===== config.mk =====
export PLATFORM = sky130hd
export DESIGN_NAME = rst_edge_dist
export DESIGN_NICKNAME = d
export VERILOG_FILES = /design/src/rtl/rst_dist_pkg.sv /design/src/rtl/rst_chain.sv /design/src/rtl/rst_tap.sv /design/src/rtl/rst_cfg_ctrl.sv /design/src/rtl/rst_edge_dist.sv
export SDC_FILE = /design/constraint.sdc
export NUM_CORES = 1
export LEC_CHECK = 0
export BUFFER_PORTS_ARGS = -buffer_cell sky130_fd_sc_hd__buf_4
export CAP_MARGIN = 40
export CORE_AREA = 2 2 182 317
export DETAILED_ROUTE_END_ITERATION = 8
export DIE_AREA = 0 0 184 319
export PLACE_DENSITY_LB_ADDON = 0.08
export SLEW_MARGIN = 20
export SYNTH_ARGS = -nofsm -noshare
export SYNTH_HDL_FRONTEND = slang
export SYNTH_SLANG_ARGS = --single-unit

===== constraint.sdc =====
create_clock -name clk -period 4.1 [get_ports clk]
set_clock_uncertainty 0.2 [all_clocks]
set_input_delay 0.82 -clock clk [delete_from_list [all_inputs] [get_ports clk]]
set_output_delay 0.82 -clock clk [all_outputs]
set_load 0.05 [all_outputs]

===== src/rtl/rst_dist_pkg.sv =====
package rst_dist_pkg;

    typedef enum logic [1:0] {
        CS_INIT = 2'd0,
        CS_HELD = 2'd1,
        CS_LIVE = 2'd2
    } cfg_state_e;

    // extra stages that bring a forward-group tap up to the target depth
    function automatic int fwd_pad(input int idx, input int target);
        return target - 1 - idx;
    endfunction

endpackage


===== src/rtl/rst_chain.sv =====
module rst_chain #(
    parameter int N   = 6,
    parameter int W   = 8,
    parameter bit REV = 1'b0
) (
    input  logic           clk,
    input  logic           init,
    input  logic [W-1:0]   din,
    output logic [N*W-1:0] taps
);
    logic [W-1:0] st [N];
    logic         init_q;

    generate
        for (genvar k = 0; k < N; k++) begin : g_stage
            if ((REV == 1'b0 && k == 0) || (REV == 1'b1 && k == N-1)) begin : g_head
                always_ff @(posedge clk) begin
                    if (init) st[k] <= '1;
                    else      st[k] <= din;
                end
            end else if (REV == 1'b0) begin : g_fwd
                always_ff @(posedge clk) begin
                    if (init) st[k] <= '1;
                    else      st[k] <= st[k-1];
                end
            end else begin : g_rev
                always_ff @(posedge clk) begin
                    if (init) st[k] <= '1;
                    else      st[k] <= st[k+1];
                end
            end
            assign taps[k*W +: W] = st[k];
        end
    endgenerate

    always_ff @(posedge clk) init_q <= init;

    // every stage holds the asserted value right after init
    always @(posedge clk) begin
        if (init_q) begin
            a_r5_chain_filled: assert (&taps)
                else $error("chain not filled with asserted value after init");
        end
    end

endmodule


===== src/rtl/rst_tap.sv =====
module rst_tap #(
    parameter int W    = 8,
    parameter int MAXE = 7,
    parameter int EW   = 3
) (
    input  logic          clk,
    input  logic          init,
    input  logic          sel,
    input  logic [EW-1:0] extra,
    input  logic [W-1:0]  fwd_in,
    input  logic [W-1:0]  rev_in,
    output logic [W-1:0]  out
);
    logic [W-1:0] pick;
    logic [W-1:0] line [MAXE];
    int           ext_eff;
    logic         init_q;

    assign pick    = sel ? rev_in : fwd_in;
    assign ext_eff = (int'(extra) > MAXE) ? MAXE : int'(extra);

    generate
        for (genvar j = 0; j < MAXE; j++) begin : g_line
            if (j == 0) begin : g_first
                always_ff @(posedge clk) begin
                    if (init) line[j] <= '1;
                    else      line[j] <= pick;
                end
            end else begin : g_next
                always_ff @(posedge clk) begin
                    if (init) line[j] <= '1;
                    else      line[j] <= line[j-1];
                end
            end
        end
    endgenerate

    always_comb begin
        out = pick;
        for (int j = 0; j < MAXE; j++) begin
            if (ext_eff == j + 1) out = line[j];
        end
    end

    always_ff @(posedge clk) init_q <= init;

    // the tap output reads asserted right after init
    always @(posedge clk) begin
        if (init_q) begin
            a_r5_tap_asserted: assert (&out)
                else $error("tap output not asserted after init");
        end
    end

endmodule


===== src/rtl/rst_cfg_ctrl.sv =====
module rst_cfg_ctrl
    import rst_dist_pkg::*;
#(
    parameter int N      = 6,
    parameter int TARGET = 8,
    parameter int EW     = 3,
    parameter int BUS_W  = 16
) (
    input  logic            clk,
    input  logic            init,
    input  logic [BUS_W-1:0] rst_bus,
    input  logic            cfg_load,
    input  logic [N-1:0]    cfg_sel,
    input  logic [N*EW-1:0] cfg_extra,
    output logic [N-1:0]    sel_q,
    output logic [N*EW-1:0] extra_q
);
    cfg_state_e state_q, state_d;
    logic       all_held;
    logic       cfg_we;

    assign all_held = &rst_bus;

    always_comb begin
        state_d = state_q;
        unique case (state_q)
            CS_INIT: state_d = all_held ? CS_HELD : CS_LIVE;
            CS_HELD: state_d = all_held ? CS_HELD : CS_LIVE;
            CS_LIVE: state_d = all_held ? CS_HELD : CS_LIVE;
            default: state_d = CS_INIT;
        endcase
        if (init) state_d = CS_INIT;
    end

    always_ff @(posedge clk) begin
        state_q <= state_d;
    end

    always_comb begin
        cfg_we = 1'b0;
        unique case (state_q)
            CS_HELD: cfg_we = cfg_load && !init;
            CS_INIT, CS_LIVE: cfg_we = 1'b0;
            default: cfg_we = 1'b0;
        endcase
    end

    generate
        for (genvar i = 0; i < N; i++) begin : g_cfg
            always_ff @(posedge clk) begin
                if (init) begin
                    sel_q[i]           <= 1'b0;
                    extra_q[i*EW +: EW] <= EW'(fwd_pad(i, TARGET));
                end else if (cfg_we) begin
                    sel_q[i]           <= cfg_sel[i];
                    extra_q[i*EW +: EW] <= cfg_extra[i*EW +: EW];
                end
            end
        end
    endgenerate

    // a load is only taken after a cycle with every line asserted
    a_r6_load_needs_hold: assert property (@(posedge clk) disable iff (init)
        cfg_we |-> ($past(&rst_bus) && !$past(init)))
        else $error("settings load accepted without a held bus");

    // settings stay frozen outside the held state
    a_r7_cfg_frozen_live: assert property (@(posedge clk) disable iff (init)
        (state_q != CS_HELD) |=> ($stable(sel_q) && $stable(extra_q)))
        else $error("settings changed outside the held state");

endmodule


===== src/rtl/rst_edge_dist.sv =====
module rst_edge_dist #(
    parameter int N_TAPS = 6,
    parameter int GRP_W  = 8,
    parameter int TARGET = 8,
    parameter int EW     = (TARGET > 1) ? $clog2(TARGET) : 1
) (
    input  logic                    clk,
    input  logic                    init,
    input  logic [2*GRP_W-1:0]      rst_bus,
    input  logic                    cfg_load,
    input  logic [N_TAPS-1:0]       cfg_sel,
    input  logic [N_TAPS*EW-1:0]    cfg_extra,
    output logic [N_TAPS*GRP_W-1:0] tap_rst
);
    localparam int MAXE  = TARGET - 1;
    localparam int BUS_W = 2 * GRP_W;

    logic [N_TAPS*GRP_W-1:0] fwd_taps;
    logic [N_TAPS*GRP_W-1:0] rev_taps;
    logic [N_TAPS-1:0]       sel_q;
    logic [N_TAPS*EW-1:0]    extra_q;
    logic                    init_q;

    rst_chain #(.N(N_TAPS), .W(GRP_W), .REV(1'b0)) u_fwd (
        .clk  (clk),
        .init (init),
        .din  (rst_bus[GRP_W-1:0]),
        .taps (fwd_taps)
    );

    rst_chain #(.N(N_TAPS), .W(GRP_W), .REV(1'b1)) u_rev (
        .clk  (clk),
        .init (init),
        .din  (rst_bus[BUS_W-1:GRP_W]),
        .taps (rev_taps)
    );

    rst_cfg_ctrl #(.N(N_TAPS), .TARGET(TARGET), .EW(EW), .BUS_W(BUS_W)) u_ctrl (
        .clk       (clk),
        .init      (init),
        .rst_bus   (rst_bus),
        .cfg_load  (cfg_load),
        .cfg_sel   (cfg_sel),
        .cfg_extra (cfg_extra),
        .sel_q     (sel_q),
        .extra_q   (extra_q)
    );

    generate
        for (genvar i = 0; i < N_TAPS; i++) begin : g_tap
            rst_tap #(.W(GRP_W), .MAXE(MAXE), .EW(EW)) u_tap (
                .clk    (clk),
                .init   (init),
                .sel    (sel_q[i]),
                .extra  (extra_q[i*EW +: EW]),
                .fwd_in (fwd_taps[i*GRP_W +: GRP_W]),
                .rev_in (rev_taps[i*GRP_W +: GRP_W]),
                .out    (tap_rst[i*GRP_W +: GRP_W])
            );
        end
    endgenerate

    always_ff @(posedge clk) init_q <= init;

    // whole output vector asserted right after init
    always @(posedge clk) begin
        if (init_q) begin
            a_r5_outputs_asserted: assert (&tap_rst)
                else $error("tap outputs not all asserted after init");
        end
    end

endmodule


* Yosys cells after proc, flatten, opt, wreduce, memory -nomap -nowiden *
Memory sizes are Yosys's and may differ from the RTL's.
Index checks and enable logic that the tools add are counted.

word-level totals
  bits in registers = 26
  bits in writable memories = 432
  input port bits = 43
  output and inout bits = 48
  memories kept = 8

cells by class
  equal/unequal tests = 44
  muxes and demuxes = 107
  bitwise gates (word level) = 55
  reductions and logical operators = 6

memories
  memory               depth  bits a word  rd ports  clocked after memory_dff  wr ports  RTL line       RTL
  g_tap[0].u_tap.line  7      8            7         0                         7         rst_tap.sv:15  logic [W-1:0] line [MAXE];
  g_tap[1].u_tap.line  7      8            7         0                         7         rst_tap.sv:15
  g_tap[2].u_tap.line  7      8            7         0                         7         rst_tap.sv:15
  g_tap[3].u_tap.line  7      8            7         0                         7         rst_tap.sv:15
  g_tap[4].u_tap.line  7      8            7         0                         7         rst_tap.sv:15
  g_tap[5].u_tap.line  7      8            7         0                         7         rst_tap.sv:15
  +2 memories          --     --           --        --                        --        --

operators by type and width
  kind                                                  number
  two-way mux 8 bit                                     102
  equality test 3 bit (second input constant)           24
  bitwise OR 1 bit                                      54
  equality test 3 x 2 -> 1 bit (second input constant)  12
  equality test 3 x 1 -> 1 bit (second input constant)  6
  AND reduction 16 bit                                  1
  two-way mux 1 bit                                     4
  OR reduction 3 bit                                    1
  equality test 2 x 1 -> 1 bit (second input constant)  1
  equality test 2 bit (second input constant)           1
  logical NOT 2 bit                                     1
  two-way mux 2 bit                                     1
  OR reduction 2 bit                                    1
  logical AND 1 bit                                     1
  logical NOT 1 bit                                     1
  inverter 1 bit                                        1

* Logic depth before layout (Yosys ltp) *
Gate-level depths: netlist (run 1).
An unclocked memory read counts as a cell.

  depth after elaboration = 9
  mapped depth = 7

* Cells and area by module *
From an unflattened synthesis (run 1), not the netlist that was laid out.

second synthesis, totals
  cells, all modules = 1,594
  area total of the unflattened synthesis = 16,937.5 um^2

by module, submodules not included
  module        instances  cells an instance  area each (um^2)  sequential area each (um^2)
  rst_tap       6          213                2,227.1           1,121.1
  rst_chain     2          101                1,302.5           960.9
  rst_cfg_ctrl  1          114                969.7             520.5

* Worst setup path after synthesis (run 1) *
Ideal clock, no wire load.

  kind = reg-to-output
  from = register u_ctrl.extra_q[13]
  to = output tap_rst[33]
  arrival = 2.253 ns
  required time = 3.080 ns
  slack = 0.827 ns
  cell stages (with the launch flop) = 5
  buffers on the path = 2
  cells stage by stage = dfxtp_1 -> clkbuf_1 -> buf_1 -> o21ai_0 -> a211oi_1

between the ends
  word-level cells in the longest chain between the ends = 8

RTL lines
  what                             RTL line             RTL
  start, declared                  rst_cfg_ctrl.sv:16   output logic [N*EW-1:0] extra_q
  start signal, assigned by index  rst_cfg_ctrl.sv:53   extra_q[i*EW +: EW] <= EW'(fwd_pad(i, TARGET));
  start signal, assigned by index  rst_cfg_ctrl.sv:56   extra_q[i*EW +: EW] <= cfg_extra[i*EW +: EW];
  equality test 3 x 2 -> 1 bit     rst_tap.sv:41        if (ext_eff == j + 1) out = line[j];
  two-way mux 8 bit (6 in a row)   rst_tap.sv:41
  two-way mux 8 bit *              rst_tap.sv:41
  end, declared                    rst_edge_dist.sv:13  output logic [N_TAPS*GRP_W-1:0] tap_rst

Mark *: on every way between the ends. The rest lies on a longest branch, timed or not.

* Worst setup path after layout (run 1) *
  from = register u_ctrl.extra_q[10]
  to = output tap_rst[29]

Same word-level chain as after synthesis.

==> summary.txt, run 1 <==
Setup path
  • Worst reg2reg startpoint: u_ctrl.state_q[1]$_SDFF_PP0_
  • R2R depth: 4
  • R2r endpoint: u_ctrl.sel_q[3]$_SDFFE_PP0P_
  • Setup crit end kind: output pin
  • Setup CP Type: reg -> out
  • CP arrival: 2.86 ns
  • Startpoint Class: flop
  • R2r setup slk: 2.06 ns
  • Max Fanout on Critical Path: 21
  • Required time of the worst setup path: 3.08 ns

STA
  • Tightest Pin Transition: 0.6882 ns
  • Setup-failing EPs final: 0
  • Max-slew violations: 0
  • Max transition margin: 0.5281
  • WHS: 0.2228 ns
  • Setup WS post-layout: 0.2154 ns
  • Final Cycle Share: 0.9475
  • Period minus WS final: 3.885 ns
  • Final hold vios: 0
  • Max Clk Rate: 0.2574 GHz
  • Unrepaired setup endpoints after global routing: no
  • Total negative setup slack: 0 ns

GRT
  • Initial antenna violation count: 0
  • Total grt overflow: 0
  • Total track usage: 0.1383
  • First-pass GRT wire length: 63,670 µm
  • Largest net degree at the start of global routing: 202
  • Vias in the first global route: 11,211

Routing
  • Via count: 10,647
  • Initial DRC Count: 384
  • Drt wl/cell: 16.99 µm
  • Routed WL: 40,310 µm
  • Drt first pass iters: 5
  • Via density: 4.489
  • Antenna Nets Post-Route: 0
  • DRC: 0

Synth
  • Mapped Cells: 1,576
  • Post-synthesis compound-gate area fraction: 0.07423
  • Syn avg cell area: 10.59 µm²
  • Main combinational cell family by area after synthesis: simple AND/OR/NAND/NOR gates
  • Mapped Nets: 1,619
  • Fraction of the mapped netlist area in simple logic gates: 0.2255
  • Part of the Yosys area used for sequential elements: 0.5494
  • Synth Flop Type: dfxtp_1
  • Post-synthesis async set-or-reset flop share: 0
  • Synth Area in XOR/XNOR: 0
  • Yosys warnings: 0
  • Mux contribution to synthesized area: 0.1156
  • Syn Std Cell Area: 0.01669 mm²
  • Post-synthesis adder-cell area fraction: 0
  • Post-synth EDFFs: 0
  • Post-synth cell types: 50
  • Post-synthesis register bit count: 458

Power and ir drop
  • Leakage: 6.924 nW
  • VDD IR max: 0.0002847 V
  • Pwr Density: 473.4 mW/mm²

Placed design
  • Placed Area: 0.01799 mm²
  • Post-DP HPWL: 26,870 µm
  • Port Buf Inserts: 90
  • Pre-CTS WS: 0.7928 ns
  • GPL Wtd Cong: 0.7371

Finish
  • Final instance area: 0.01968 mm²
  • Post-layout util: 0.3507
  • # fillers: 5,707
  • Area of the multi-input gates: 0.006930 mm²
  • ANT cells: 0
  • Ratio of cells with drive above 1 in the final layout: 0.4180
  • Area Overhead vs Synth: 17.95%
  • NumNets Final: 1,675
  • Reg area: 0.009169 mm²

Floorplan
  • Row Count: 115
  • Die area: 0.05870 mm²
  • Chip height: 319 µm
  • I/O pin count: 91
  • Core Box Area: 0.05612 mm²
  • Initial Utilization: 0.2974
  • Chip Width: 184 µm

Clock network
  • Setup bufs post-CTS: 0
  • CTS root buffer: clkbuf_16
  • TritonCTS clock tree: built
  • Worst-Skew Late Latency: 0.56 ns
  • Inserted Clock Buffers: 47
  • CTS Hold Bufs: 0
  • Clk buf depth: 3
  • Cts repair resizes: 0
  • Reg clk slew, reported paths: 0.07 ns
  • CTS Sinks: 458
  • Htree depth: 2

Min path
  • Hold crit path type: reg -> reg
  • WHS Path Cells: 1
  • Hold-critical path endpoint: g_tap[1].u_tap.line[0][30]$_SDFF_PP1_
  • Hold_sp: g_tap[1].u_tap.line[0][22]$_SDFF_PP1_

Job
  • Total of max-cap violations: 0

Outcome
  • Status: finished clean
registers in the layout (all words and copies together), names as in the netlist:
signal,cells
g_tap.u_tap.line,336
u_fwd.st,48
u_rev.st,48
u_ctrl.extra_q,18
u_ctrl.sel_q,6
u_ctrl.state_q,2
per-stage QoR:
stage / power [mW] / std cells
after floorplan: 4.712 / 1576
after global placement: 4.799 / 2283
after detailed placement: 4.799 / 2284
after CTS: 9.502 / 2371
after global routing: 9.667 / 2372
final: 9.317 / 2372
synthesized netlist by cell type, drive strengths merged, types with 21 or more instances:
cell / count / area share
buf: 43 / 0.015
dfxtp: 458 / 0.55
mux4: 46 / 0.062
nand2: 70 / 0.016
a21oi: 42 / 0.013
or2: 405 / 0.15
o22ai: 22 / 0.0082
o21ai: 75 / 0.022
inv: 22 / 0.0049
nor2b: 21 / 0.0079
clkbuf: 69 / 0.016
mux2i: 30 / 0.018
nor2: 68 / 0.015
mux2: 49 / 0.036
nand2b: 48 / 0.018
worst max-delay path: stages (launching register included):
cell	delay (ns)
dfxtp_1	0.75
inv_1	0.27
nor2_1	0.35
a21oi_1	0.12
a221o_1	0.36
a21oi_1	0.21
buf_4	0.23
report_power, final:
group,total [mW],internal [mW],switching [mW]
Combinational,0.175,0.0792,0.0960
Sequential,4.52,4.49,0.0231
Clock,4.63,2.80,1.83
Total,9.32,7.37,1.94
cells in the final DEF (no fill, tap or decap), drive strengths merged, types with 12 or more instances in the layout:
cell type  count
dfxtp        458
or2          405
buf          119
o21ai         75
nand2         70
clkbuf        69
nor2          68
mux2          49
nand2b        48
mux4          46
a21oi         42
mux2i         30
inv           23
o22ai         22
nor2b         21
nand3         13
nor3          12
how the worst max path moves through the flow:
| stage | startpoint | endpoint |
|---|---|---|
| floorplan | u_ctrl.extra_q[13]$_SDFFE_PP1P_ | tap_rst[33] |
| CTS | u_ctrl.extra_q[10]$_SDFFE_PP0P_ | tap_rst[29] |
| detailed placement | u_ctrl.extra_q[10]$_SDFFE_PP0P_ | tap_rst[29] |
| global route | u_ctrl.extra_q[10]$_SDFFE_PP0P_ | tap_rst[29] |
| finish | u_ctrl.extra_q[10]$_SDFFE_PP0P_ | tap_rst[29] |
| global placement | u_ctrl.extra_q[10]$_SDFFE_PP0P_ | tap_rst[29] |
cell families (layout without fill, tap and decap cells):
group,Yosys count,in the layout
multiplexers,125,125
buffers and inverters,135,229
flip-flops,458,458
AND/OR/NAND/NOR,658,658
AO/OA/AOI/OAI,200,200
layer usage:
metal / part of all wire / global-route usage / wire [µm] / vias up
met5: 0 / 0 / 0 / -
met4: 0.038 / 0.05796 / 1526 / 0
met3: 0.028 / 0.01976 / 1133 / 69
met2: 0.51 / 0.2510 / 20650 / 139
met1: 0.42 / 0.1604 / 17000 / 5088
li1: - / - / - / 5351
cell type report:
cell class / instances / share of cell area
timing repair buffer: 119 / 0.04780
multi-input combinational: 983 / 0.3521
sequential: 458 / 0.4658
clock buffer: 69 / 0.07069
tap: 702 / 0.04463
inverter: 23 / 0.004386
clock inverter: 18 / 0.01456
Power figures use the tool's default switching activity.
==> run 2: changes to the inputs <==
==> constraint.sdc (replaced) <==
create_clock -name clk -period 3.6 [get_ports clk]
set_clock_uncertainty 0.2 [all_clocks]
set_input_delay 0.72 -clock clk [delete_from_list [all_inputs] [get_ports clk]]
set_output_delay 0.72 -clock clk [all_outputs]
set_load 0.05 [all_outputs]
==> summary.txt, run 2 (same netlist as run 1, synthesis figures left out) <==
Outcome
  • Status: finished clean

Power and ir drop
  • Pwr Density: 514.9 mW/mm²
  • Final Total Pwr: 10.03 mW
  • Net switching power: 2.118 mW
  • VDD IR max: 0.0003365 V
  • Logic pwr share: 0.019
  • Internal power: 7.914 mW
  • Sw Ratio: 0.2112
  • Leakage: 6.868 nW
  • Sequential share of power: 0.513
  • Clock network power share: 0.467

STA
  • Setup-failing EPs final: 0
  • Max Clk Rate: 0.2906 GHz
  • Max-slew violations: 0
  • Setup WS post-layout: 0.1594 ns
  • Tightest Pin Transition: 0.8811 ns
  • Period minus WS final: 3.441 ns
  • Total negative setup slack: 0 ns
  • Final Cycle Share: 0.9557
  • Unrepaired setup endpoints after global routing: no
  • Final hold vios: 0
  • WHS: 0.1603 ns
  • Max transition margin: 0.4126

Finish
  • Max reg flops: 336
  • Most frequent cells in the layout: 457 x dfxtp_1, 405 x or2_2, 122 x buf_4
  • NumNets Final: 1,680
  • Final instance area: 0.01949 mm²
  • ANT cells: 0
  • Ratio of cells with drive above 1 in the final layout: 0.4163
  • Area Overhead vs Synth: 16.77%
  • Non-Filler Instances: 2,369
  • Post-layout util: 0.3472
  • # fillers: 5,706
  • Commonest non-fill, non-tap cell in the layout: dfxtp_1
  • Biggest regs: g_tap.u_tap.line: 336 flops, u_fwd.st: 48 flops, u_rev.st: 48 flops
  • Top reg by flops: g_tap.u_tap.line

Floorplan
  • I/O pin count: 91
  • Row Count: 115
  • Initial Utilization: 0.2974
  • Chip Width: 184 µm
  • Chip height: 319 µm
  • Core Box Area: 0.05612 mm²
  • Die area: 0.05870 mm²

Routing
  • Via count: 10,760
  • DRC: 0
  • Drt wl/cell: 17.26 µm
  • Routed WL: 40,880 µm
  • Initial DRC Count: 440
  • Via density: 4.542
  • Drt first pass iters: 4
  • Antenna Nets Post-Route: 0

Setup path
  • R2r setup slk: 1.83 ns
  • CP arrival: 2.52 ns
  • Max Fanout on Critical Path: 9
  • Setup crit end kind: output pin
  • Setup CP Type: reg -> out
  • Startpoint Class: flop
  • Required time of the worst setup path: 2.68 ns

Placed design
  • # placed instances: 2,291
  • Post-DP HPWL: 27,800 µm
  • Placed Area: 0.01803 mm²
  • Port Buf Inserts: 90
  • Pre-CTS WS: 0.6515 ns
  • GPL Wtd Cong: 0.7343

GRT
  • Largest net degree at the start of global routing: 237
  • Vias in the first global route: 11,319
  • Total grt overflow: 0
  • Total track usage: 0.1415
  • First-pass GRT wire length: 65,140 µm
  • Initial antenna violation count: 1

Clock network
  • CTS root buffer: clkbuf_16
  • Reg clk slew, reported paths: 0.06 ns
  • Htree depth: 2
  • Inserted Clock Buffers: 46
  • TritonCTS clock tree: built
  • Cts repair resizes: 0
  • CTS Hold Bufs: 0
  • Setup bufs post-CTS: 0
  • Worst-Skew Late Latency: 0.55 ns
  • CTS Sinks: 458
  • Clk buf depth: 3

Min path
  • Hold crit path type: in -> reg

Job
  • Total of max-cap violations: 0
[run 2: cell types whose count changed in the layout (fill, tap and decap cells not counted), sizes merged]
cell,previous run,this run
inv,23,22
bufinv,7,1
clkinvlp,7,0
clkbuf,69,70
buf,119,125
clkinv,4,8
[run 2: worst paths after layout]
path | start | to | cells after the start
worst max-delay path | u_ctrl.sel_q[0]$_SDFFE_PP0P_ | tap_rst[0] | 4
worst min-delay path | cfg_extra[15] | u_ctrl.extra_q[15]$_SDFFE_PP0P_ | 3
worst max register to register | u_ctrl.state_q[1]$_SDFF_PP0_ | u_ctrl.sel_q[0]$_SDFFE_PP0P_ | 4
worst min register to register | g_tap[1].u_tap.line[1][15]$_SDFF_PP1_ | g_tap[1].u_tap.line[1][23]$_SDFF_PP1_ | 1
[run 2: final cells by class]
class                      count  area (µm²)  area share
multi-input combinational    983        6930      0.3557
clock inverter                 8       65.06    0.003339
timing repair buffer         125       970.9     0.04983
tap                          702       878.3     0.04508
inverter                      23       86.33    0.004430
sequential                   458        9170      0.4706
clock buffer                  70        1385     0.07108
[run 2: power by group through the flow]
stage	Sequential (mW)	Clock, mW	Combinational [mW]
5_1_grt	5.15	5.05	0.218
3_3_place_gp	5.27	0	0.200
3_5_place_dp	5.27	0	0.200
6_report	5.15	4.69	0.194
2_1_floorplan	5.25	0	0.121
4_1_cts	5.15	4.86	0.201
[run 2: worst max-delay path: stages (launching register included)]
cell,delay [ns]
dfxtp_1,0.66
mux2_4,0.35
mux4_2,0.45
mux2_2,0.31
buf_4,0.20
[run 2: layer usage]
layer | track usage | wire length (µm)
met1 | 0.1636 | 16830
met2 | 0.2548 | 21010
met3 | 0.02158 | 1268
met4 | 0.06293 | 1759
met5 | 0 | 15
==> run 3: changes to the inputs <==
--- a/config.mk
+++ b/config.mk
@@ -7,11 +7,13 @@
 export LEC_CHECK = 0
 export BUFFER_PORTS_ARGS = -buffer_cell sky130_fd_sc_hd__buf_4
 export CAP_MARGIN = 40
-export CORE_AREA = 2 2 182 317
+export CORE_AREA = 2 2 183 320
 export DETAILED_ROUTE_END_ITERATION = 8
-export DIE_AREA = 0 0 184 319
+export DIE_AREA = 0 0 185 322
 export PLACE_DENSITY_LB_ADDON = 0.08
 export SLEW_MARGIN = 20
 export SYNTH_ARGS = -nofsm -noshare
 export SYNTH_HDL_FRONTEND = slang
+export SYNTH_HIERARCHICAL = 1
 export SYNTH_SLANG_ARGS = --single-unit
+export TNS_END_PERCENT = 20
==> summary.txt, run 3 <==
Setup path
  • Setup crit end kind: output pin
  • Startpoint Class: flop
  • Crit path buffers/inverters: 2
  • CP arrival: 2.44 ns
  • Delay-heaviest family, CP: buffers and inverters
  • Required time of the worst setup path: 2.68 ns
  • Critical path, cell by cell: buf_4, nor3b_4, a22oi_1, o21ai_1, o2bb2ai_1, buf_4
  • Worst path slowest cell: dfxtp_1
  • Most used cell, CP: buf_4
  • Max Fanout on Critical Path: 16
  • Setup CP Type: reg -> out
  • CP peak stage delay: 0.52 ns

Floorplan
  • Chip Width: 185 µm
  • Row Count: 116
  • Initial Utilization: 0.2977
  • Die area: 0.05957 mm²
  • Core Box Area: 0.05689 mm²
  • I/O pin count: 91
  • Chip height: 322 µm

STA
  • Max Clk Rate: 0.2979 GHz
  • Total negative setup slack: 0 ns
  • Max transition margin: 0.4672
  • Final Cycle Share: 0.9326
  • Unrepaired setup endpoints after global routing: no
  • Setup WS post-layout: 0.2427 ns
  • Final hold vios: 0
  • Max-slew violations: 0
  • Period minus WS final: 3.357 ns
  • Tightest Pin Transition: 0.7992 ns
  • WHS: 0.1490 ns
  • Setup-failing EPs final: 0

Routing
  • Drt wl/cell: 16.73 µm
  • Via density: 4.406
  • Initial DRC Count: 416
  • DRC: 0
  • Via count: 10,874
  • Drt first pass iters: 4
  • Routed WL: 41,280 µm
  • Antenna Nets Post-Route: 0

Power and ir drop
  • Pwr Density: 520.8 mW/mm²
  • Leakage: 7.038 nW
  • VDD IR max: 0.0003703 V

Placed design
  • Placed Area: 0.01812 mm²
  • GPL Wtd Cong: 0.7288
  • Pre-CTS WS: 0.7875 ns
  • # placed instances: 2,381
  • Port Buf Inserts: 90
  • Post-DP HPWL: 27,950 µm

Finish
  • # fillers: 5,867
  • Commonest non-fill, non-tap cell in the layout: dfxtp_1
  • Area Overhead vs Synth: 16.30%
  • Max reg flops: 336
  • Most frequent cells in the layout: 458 x dfxtp_1, 356 x or2_2, 124 x buf_4
  • NumNets Final: 1,708
  • Non-Filler Instances: 2,468
  • Biggest regs: g_tap.u_tap/line: 336 flops, u_fwd/st: 48 flops, u_rev/st: 48 flops
  • Final instance area: 0.01970 mm²
  • Area of the multi-input gates: 0.007008 mm²
  • Top reg by flops: g_tap.u_tap/line
  • Reg area: 0.009169 mm²
  • ANT cells: 0
  • Ratio of cells with drive above 1 in the final layout: 0.3557

Synth
  • Dominant cell by count in the synthesized netlist: dfxtp_1
  • Area contributors post-synth: dfxtp_1 54%, or2_2 13%, mux2i_1 6.7%
  • Mapped Cells: 1,594
  • Share of the synthesized area in the top cell type: 0.5413
  • Post-synth cell types: 30
  • Syn Std Cell Area: 0.01694 mm²
  • Syn avg cell area: 10.63 µm²
  • Leading area contributor after synthesis: dfxtp_1
  • Synth Flop Type: dfxtp_1
  • Post-synthesis register bit count: 458
  • Mapped Nets: 1,637
  • Yosys warnings: 6
  • Part of the Yosys area used for sequential elements: 0.5413
  • Post-synth top cells: 458 x dfxtp_1, 356 x or2_2, 114 x mux2i_1
  • Post-synthesis async set-or-reset flop share: 0
  • Post-synth EDFFs: 0

Min path
  • Hold crit path type: in -> reg

Clock network
  • CTS Hold Bufs: 0
  • CTS Sinks: 458
  • Worst-Skew Late Latency: 0.57 ns
  • Cts repair resizes: 0
  • TritonCTS clock tree: built
  • Htree depth: 2
  • Inserted Clock Buffers: 48
  • Reg clk slew, reported paths: 0.06 ns
  • Clk buf depth: 3
  • CTS root buffer: clkbuf_16
  • Setup bufs post-CTS: 0

Outcome
  • Status: finished clean

GRT
  • Initial antenna violation count: 0
  • First-pass GRT wire length: 65,130 µm
  • Vias in the first global route: 11,272
  • Total grt overflow: 0
  • Total track usage: 0.1403
  • Largest net degree at the start of global routing: 233

Job
  • Total of max-cap violations: 0
[run 3: changes by cell type in the layout (fill, tap and decap cells not counted), moves of 28 or more]
cell / before / now
a21oi_1: 42 / 1
mux2_2: 38 / 0
mux2i_1: 30 / 114
mux4_2: 46 / 0
nand2_1: 70 / 42
o21ai_1: 0 / 72
or2_1: 0 / 58
or2_2: 405 / 356
[run 3: kinds of logic after synthesis]
kind of cell	count (synthesis)	synth area share
compound gates	277	0.1036
flops	458	0.5413
simple gates	608	0.2162
buf+inv	107	0.04491
mux	144	0.09396
[run 3: path summary, 6_finish.rpt]
path / from / slack (ns) / cells past startpoint / to
setup / recovery: u_ctrl/extra_q[6]$_SDFFE_PP1P_ / 0.24 / 6 / tap_rst[19]
hold / removal: rst_bus[1] / 0.15 / 2 / u_fwd/st[0][1]$_SDFF_PP1_
setup reg to reg: u_ctrl/state_q[1]$_SDFF_PP0_ / 1.75 / 4 / u_ctrl/sel_q[2]$_SDFFE_PP0P_
hold reg to reg: g_tap[3].u_tap/line[5][6]$_SDFF_PP1_ / 0.23 / 1 / g_tap[3].u_tap/line[6][6]$_SDFF_PP1_
[run 3: area by class of cell]
class                   instances  share of cell area
clock buffers                  77             0.07470
clock inverters                 9            0.004129
multi-input cells            1029              0.3558
flip-flops and latches        458              0.4655
well taps                     767             0.04872
repair buffers                128             0.05120
[run 3: per-stage QoR]
step	total power [mW]	utilization
CTS	10.46	0.3457
floorplan	5.370	-
detailed placement	5.469	0.3184
finish	10.26	0.3462
global placement	5.470	0.3182
global route	10.66	0.3462
[run 3: power by group]
part	switching (mW)	total (mW)	internal [mW]	leakage [nW]
sequential	0.0313	5.15	5.12	3.72
clock	2.04	4.90	2.86	0.768
combinational	0.113	0.205	0.0918	2.55
[run 3: per-layer routing]
metal | GRT usage | vias up | wire, µm
li1 | - | 5503 | -
met4 | 0.05238 | 0 | 1245
met5 | 0 | - | 0
met3 | 0.02261 | 65 | 1441
met2 | 0.2504 | 154 | 20810
met1 | 0.1672 | 5152 | 17790
[run 3: worst reg2reg max path: stages (launching register included)]
cell      delay [ns]
dfxtp_1         0.31
and4bb_2        0.65
buf_4           0.37
nand2_1         0.16
o21ai_1         0.10
